**src/rtl/pwa_pkg.sv**
```systemverilog
`timescale 1ns/1ps
package pwa_pkg;
  localparam int SEL_W = 2;

  typedef enum logic [SEL_W-1:0] {
    ESZ_8   = 2'b00,
    ESZ_16  = 2'b01,
    ESZ_32  = 2'b10,
    ESZ_BAD = 2'b11
  } esize_e;

  function automatic logic size_is_legal(input logic [SEL_W-1:0] code, input int num_sizes);
    return int'(code) < num_sizes;
  endfunction
endpackage

```
**src/rtl/pwa_pair_sum.sv**
```systemverilog
`timescale 1ns/1ps
// Pair summation for one fixed element width across one half of the vector.
module pwa_pair_sum #(
  parameter int ESIZE  = 8,
  parameter int HALF_W = 64
) (
  input  logic [HALF_W-1:0] src,
  input  logic              signed_en,
  output logic [HALF_W-1:0] dst
);
  localparam int RES_W = 2 * ESIZE;
  localparam int PAIRS = HALF_W / RES_W;

  for (genvar p = 0; p < PAIRS; p++) begin : g_pair
    logic [ESIZE-1:0] lo_el, hi_el;
    logic [RES_W-1:0] lo_ext, hi_ext;

    assign lo_el  = src[(2*p)*ESIZE +: ESIZE];
    assign hi_el  = src[(2*p+1)*ESIZE +: ESIZE];
    assign lo_ext = {{ESIZE{signed_en & lo_el[ESIZE-1]}}, lo_el};
    assign hi_ext = {{ESIZE{signed_en & hi_el[ESIZE-1]}}, hi_el};
    assign dst[p*RES_W +: RES_W] = lo_ext + hi_ext;
  end
endmodule

```
**src/rtl/pwa_out_reg.sv**
```systemverilog
`timescale 1ns/1ps
// Single output stage: loads on valid_in, holds otherwise.
module pwa_out_reg #(
  parameter int DATA_W = 128
) (
  input  logic              clk,
  input  logic              rst,
  input  logic              load,
  input  logic [DATA_W-1:0] d_data,
  input  logic              d_flag,
  output logic              q_valid,
  output logic [DATA_W-1:0] q_data,
  output logic              q_flag
);
  always_ff @(posedge clk) begin
    if (rst) begin
      q_valid <= 1'b0;
      q_data  <= '0;
      q_flag  <= 1'b0;
    end else begin
      q_valid <= load;
      if (load) begin
        q_data <= d_data;
        q_flag <= d_flag;
      end
    end
  end
endmodule

```
**src/rtl/pairwise_widen_add.sv**
```systemverilog
`timescale 1ns/1ps
module pairwise_widen_add #(
  parameter int VEC_W      = 128,
  parameter int HALF_W     = 64,
  parameter int BASE_ESIZE = 8,
  parameter int NUM_SIZES  = 3
) (
  input  logic                     clk,
  input  logic                     rst,
  input  logic                     valid_in,
  input  logic [pwa_pkg::SEL_W-1:0] size_sel,
  input  logic                     signed_en,
  input  logic                     quad_en,
  input  logic [VEC_W-1:0]         operand,
  output logic                     valid_out,
  output logic                     illegal_out,
  output logic [VEC_W-1:0]         result
);
  import pwa_pkg::*;

  localparam int NUM_HALVES = VEC_W / HALF_W;

  logic [HALF_W-1:0] sums [NUM_HALVES][NUM_SIZES];
  logic [VEC_W-1:0]  next_res;
  logic              size_ok;

  for (genvar h = 0; h < NUM_HALVES; h++) begin : g_half
    for (genvar k = 0; k < NUM_SIZES; k++) begin : g_size
      pwa_pair_sum #(
        .ESIZE  (BASE_ESIZE << k),
        .HALF_W (HALF_W)
      ) u_sum (
        .src       (operand[h*HALF_W +: HALF_W]),
        .signed_en (signed_en),
        .dst       (sums[h][k])
      );
    end
  end

  assign size_ok = size_is_legal(size_sel, NUM_SIZES);

  always_comb begin
    next_res = '0;
    for (int h = 0; h < NUM_HALVES; h++) begin
      for (int k = 0; k < NUM_SIZES; k++) begin
        if ((size_sel == SEL_W'(k)) && (h == 0 || quad_en))
          next_res[h*HALF_W +: HALF_W] = sums[h][k];
      end
    end
  end

  pwa_out_reg #(
    .DATA_W (VEC_W)
  ) u_out (
    .clk     (clk),
    .rst     (rst),
    .load    (valid_in),
    .d_data  (next_res),
    .d_flag  (~size_ok),
    .q_valid (valid_out),
    .q_data  (result),
    .q_flag  (illegal_out)
  );
endmodule

```
**config.mk**
```make
export PLATFORM = sky130hd
export DESIGN_NAME = pairwise_widen_add
export DESIGN_NICKNAME = d
export VERILOG_FILES = /design/src/rtl/pwa_pkg.sv /design/src/rtl/pwa_pair_sum.sv /design/src/rtl/pwa_out_reg.sv /design/src/rtl/pairwise_widen_add.sv
export SDC_FILE = /design/constraint.sdc
export NUM_CORES = 1
export LEC_CHECK = 0
export ABC_AREA = 1
export BUFFER_PORTS_ARGS = -buffer_cell sky130_fd_sc_hd__buf_4
export CAP_MARGIN = 20
export CORE_ASPECT_RATIO = 1.2
export CORE_MARGIN = 4
export CORE_UTILIZATION = 51
export CTS_BUF_LIST = sky130_fd_sc_hd__clkbuf_8
export DETAILED_ROUTE_END_ITERATION = 7
export GPL_TIMING_DRIVEN = 0
export PLACE_DENSITY = 0.78
export SLEW_MARGIN = 15
export SYNTH_ARGS = -nofsm -noshare
export SYNTH_HDL_FRONTEND = slang
export SYNTH_HIERARCHICAL = 1
export SYNTH_SLANG_ARGS = --single-unit
```
**constraint.sdc**
```tcl
create_clock -name clk -period 6.2 [get_ports clk]
set_clock_uncertainty 0.15 [all_clocks]
set_input_delay 0.93 -clock clk [delete_from_list [all_inputs] [get_ports clk]]
set_output_delay 0.93 -clock clk [all_outputs]
set_load 0.02 [all_outputs]
```
* Word-level counts from Yosys, hierarchy flattened
Index checks and enable logic that the tools add are counted.
** Storage, ports and cells
- Flip-flop bits (word level) :: 130
- Input bits :: 135
- Output and inout bits :: 130
- Logic and storage cells :: 47
** Operators by class
- $add $sub $neg :: 14
- $lt $le $gt $ge :: 1
- Equal/unequal tests :: 2
- Multiplexer cells :: 6
- Bitwise operators :: 17
- Reductions and logical operators :: 4
** Operators with widths (number)
- 2-to-1 mux 64 bit :: 6
- adder 9 x 9 -> 10 bit :: 8
- adder 17 x 17 -> 18 bit :: 4
- adder 33 x 33 -> 34 bit :: 2
- bitwise AND 1 bit :: 16
- logical AND 1 bit :: 3
- == test 2 x 1 -> 1 bit (second input constant) :: 1
- == test 2 bit (second input constant) :: 1
- zero test 2 bit :: 1
- < comparator 2 bit (second input constant) :: 1
- inverter 1 bit :: 1

* Logic depth before layout (Yosys ltp)
- Depth in word-level cells :: 5
- Gate-level depth with buffers :: 20
- Mapped depth without buffers :: 20

* Cells and area by module
The synthesis kept the hierarchy.
** Modules (own cells, without submodules)
- pwa_out_reg :: instances 1, cells each 821, area each 5366.4 um^2, seq. area each 2602.5 um^2
- pwa_pair_sum at g_half[0].g_size[2].u_sum ... :: instances 2, cells each 500, area each 2588.7 um^2, seq. area each 0.0 um^2
- pairwise_widen_add :: instances 1, cells each 594, area each 2876.5 um^2, seq. area each 0.0 um^2
- pwa_pair_sum at g_half[1].g_size[1].u_sum :: instances 1, cells each 402, area each 2204.6 um^2, seq. area each 0.0 um^2
- pwa_pair_sum at g_half[0].g_size[1].u_sum :: instances 1, cells each 407, area each 2193.4 um^2, seq. area each 0.0 um^2
- pwa_pair_sum at g_half[1].g_size[0].u_sum :: instances 1, cells each 368, area each 2054.5 um^2, seq. area each 0.0 um^2
- pwa_pair_sum at g_half[0].g_size[0].u_sum :: instances 1, cells each 368, area each 2034.5 um^2, seq. area each 0.0 um^2

* Worst setup path after synthesis
No wires, ideal clock.
- Kind :: input-to-reg
- Start :: in operand[71]
- End :: reg u_out.q_data[119]
- Arrival time :: 3047 ps
- Setup slack :: 2939 ps
- Cell stages on the path :: 17
- Path buffers :: 1
- Cell sequence :: ha_1 > nand2_2 > inv_1 > a21oi_2 > nand3_2 > nand2_1 > nand2_2 > nand2_1 > nand3_1 > nand2_1 > buf_4 > nand4_1 > nand3_1 > inv_1 > nand2_1 > nand2_1 > nor2_1
** RTL lines
- start: declaration :: line pairwise_widen_add.sv:14 : input logic [VEC_W-1:0] operand,
- end signal: assignment :: line pwa_out_reg.sv:23 : q_data <= d_data;
- end: declaration :: line pwa_out_reg.sv:12 : output logic [DATA_W-1:0] q_data,

==> results.py <==
metrics = {
    "run_status": {
        "status": "finished, final reports clean",
    },
    "floorplan": {
        "ioPinCount": 265,
        "die_h_um": 235,
        "initial_utilization_pct": 52.0,
        "core-area_sq_mm": 0.0422,
        "dieArea_sq_mm": 0.0463,
        "die_w_um": 197,
        "rows": 82,
    },
    "clocking": {
        "clkTransAtPathRegs_ns": 0.07,
        "clkSinkCount": 130,
        "numCtsBuffers": 17,
        "h-tree-depth": 4,
        "tritoncts": "built",
        "postCtsHoldBufs": 0,
        "clk_latency_ns": 0.51,
        "cts_setup_buffers": 0,
        "root_buffer": "clkbuf_8",
        "cts_resized": 0,
        "clk_path_buf_depth": 2,
    },
    "layout": {
        "areaGrowthSynthToFinish_pct": 14.2,
        "drive_gt1_share_pct": 15.5,
        "fin_nets": 4597,
        "seq_area_sq_mm": 0.00260,
        "fin_cells": 4804,
        "final_common_cell": "nand2_1",
        "fillers": 4544,
        "multi_input_area_sq_mm": 0.0153,
        "final_cell_mix": "nand2_1 (1354), inv_1 (557), nor2_1 (463), buf_4 (438), nand3_1 (349)",
    },
    "yosys": {
        "syn_nets": 4315,
        "netlist_area_sq_mm": 0.0219,
        "syn-instance-count": 3960,
        "ys_seq_area_share_pct": 11.9,
        "synth_cell_types": 34,
        "ys_ff_latch": 130,
        "ys_warn_count": 6,
        "postSynthAreaPerCell_sq_um": 5.53,
    },
    "route": {
        "wl_mm": 80.5,
        "ant_nets": 0,
        "vias": 25053,
        "drt_iter0_drc": 1614,
        "wl_per_cell_um": 16.8,
        "avgViaCountPerCell": 5.22,
        "drc": 0,
        "first_pass_iters": 6,
    },
    "critical_path": {
        "crit_top_cell": "nand2_1",
        "critical_path_required_ns": 6.50,
        "critical_path.cell_chain": "buf_4 -> nand2_1 -> inv_1 -> ha_1 -> a21oi_1 -> a21boi_0 -> nand2_1 -> a21oi_1 -> nand3_1 -> nand2_1 -> buf_4 -> nand4_1 -> nand3_1 -> inv_1 -> nand2_1 -> nand2_1 -> nor2_1",
        "startpoint_type": "primary input",
        "path_buf_inv": 4,
        "crit_type": "primary input to flip-flop",
        "cpMaxStageDelayCell": "nand2_1",
        "crit_path_max_fanout": 31,
        "critPathArrivalTime_ns": 3.89,
        "slowest_delay_ns": 0.77,
        "cp-end-kind": "flip-flop",
        "critPathTopFamily": "simple AND/OR/NAND/NOR gates",
    },
    "power_and_ir_drop": {
        "irDropWorstVdd_v": 0.000165,
        "p_leak_uw": 0.0147,
        "powerDensity_mw_per_mm2": 167,
    },
    "hold_path": {
        "hold_path_class": "flip-flop to flip-flop",
    },
    "global_route": {
        "grt_usage_pct": 33.5,
        "grt_pass1_vias": 22917,
        "antenna_found_initial": 4,
        "grt_max_degree": 32,
        "globalRoute.totalOverflow": 0,
        "grt_pass1_wl_mm": 123,
    },
    "sta": {
        "drv_slew": 0,
        "maxSlewHeadroom_pct": 28.9,
        "hold_viol": 0,
        "fmax_mhz": 279,
        "finalCritPeriodShare_pct": 57.8,
        "fin_setup_tns_ns": 0,
        "worst_pin_slew_ns": 1.06,
        "rsz0062_at_grt": "false",
        "period_minus_slack_ns": 3.59,
        "setup_viol": 0,
    },
    "place": {
        "dp.cells": 4768,
        "numPortBuffers": 262,
        "globalplace.congestion": 1.02,
        "dpl.hpwl_mm": 67.6,
    },
    "run": {
        "maxCapViolCount": 0,
    },
}
==> cell families (layout without fill, tap and decap cells) <==
| logic type | count (synthesis) | in the layout | synth area share (%) |
|---|---|---|---|
| adder cells (fa/ha/maj) | 220 | 220 | 13.0 |
| buffers and inverters | 847 | 1142 | 18.4 |
| AND/OR/NAND/NOR | 2427 | 2427 | 46.9 |
| flip-flops | 130 | 130 | 11.9 |
| XOR/XNOR | 96 | 96 | 3.84 |
| AO/OA/AOI/OAI | 240 | 240 | 5.96 |
| other | 0 | 3 | 0 |
==> sequential cells by signal, indices dropped and copies added, names as in the netlist <==
| register | cells |
|---|---|
| u_out/q_data | 128 |
| u_out/q_valid | 1 |
| u_out/q_flag | 1 |
==> report_power, final <==
part	internal (uW)	leakage [uW]	total, uW	switching (uW)
logic	949	0.0134	2400	1450
registers	899	0.00108	940	40.6
clock network	410	0.000220	836	426
==> layout make-up <==
class	instances	share of cell area (%)
multi-input combinational	2983	61.1
sequential	130	10.4
inverter	563	8.45
timing repair buffer	263	7.92
buffer	284	7.69
tap	546	2.73
clock buffer	17	0.936
clock inverter	15	0.780
antenna	3	0.0300
==> metal layers <==
layer	GRT usage [%]	vias up	routed length, um
met5	0	-	11
met4	19.6	2	5590
met3	3.60	229	5410
met2	57.1	878	37500
met1	40.3	11090	32000
li1	-	12854	-
==> path summary, 6_finish.rpt <==
kind / cells after the start / endpoint / slack (ns) / start
max: 17 / u_out/q_data[127] / 2.61 / signed_en
min: 2 / u_out/q_data[68] / 0.32 / u_out/q_data[68]
max reg2reg: 2 / u_out/q_data[119] / 5.40 / u_out/q_data[119]
min reg2reg: 2 / u_out/q_data[68] / 0.32 / u_out/q_data[68]
==> tightest hold or removal path, stage by stage, from the launching register on <==
cell and delay, ns:
dfxtp_1 0.31, nor2_1 0.08, nor2_1 0.05
==> metrics by stage <==
| stage | worst slack [ns] | instance area [sq um] | power, uW | util, % | hold WS (ns) |
|---|---|---|---|---|---|
| 3_5_place_dp | 2.14 | 24600 | 3320 | 58.2 | 0.313 |
| 2_1_floorplan | 2.94 | 21900 | 2620 | - | 0.394 |
| 3_3_place_gp | 2.14 | 24600 | 3300 | 58.2 | 0.309 |
| 5_1_grt | 2.35 | 25000 | 4480 | 59.3 | 0.340 |
| 6_report | 2.61 | 25000 | 4180 | 59.3 | 0.323 |
| 4_1_cts | 2.69 | 25000 | 4160 | 59.3 | 0.325 |
==> synthesized netlist by cell type, drive strengths merged <==
cell type	instances	area, sq um
a21boi	2	15.0
a21o	7	52.6
a21oi	156	800
and2	12	85.1
buf	269	1870
clkbuf	15	56.3
dfxtp	130	2600
fa	14	280
ha	206	2580
inv	563	2110
nand2	1396	5350
nand3	361	1870
nand3b	3	22.5
nand4	148	926
nor2	483	1880
nor3	24	140
o21a	8	60.1
o21ai	60	327
o21bai	7	52.6
xnor2	16	140
xor2	80	701
Note: power is estimated with default switching activity, not from simulation.
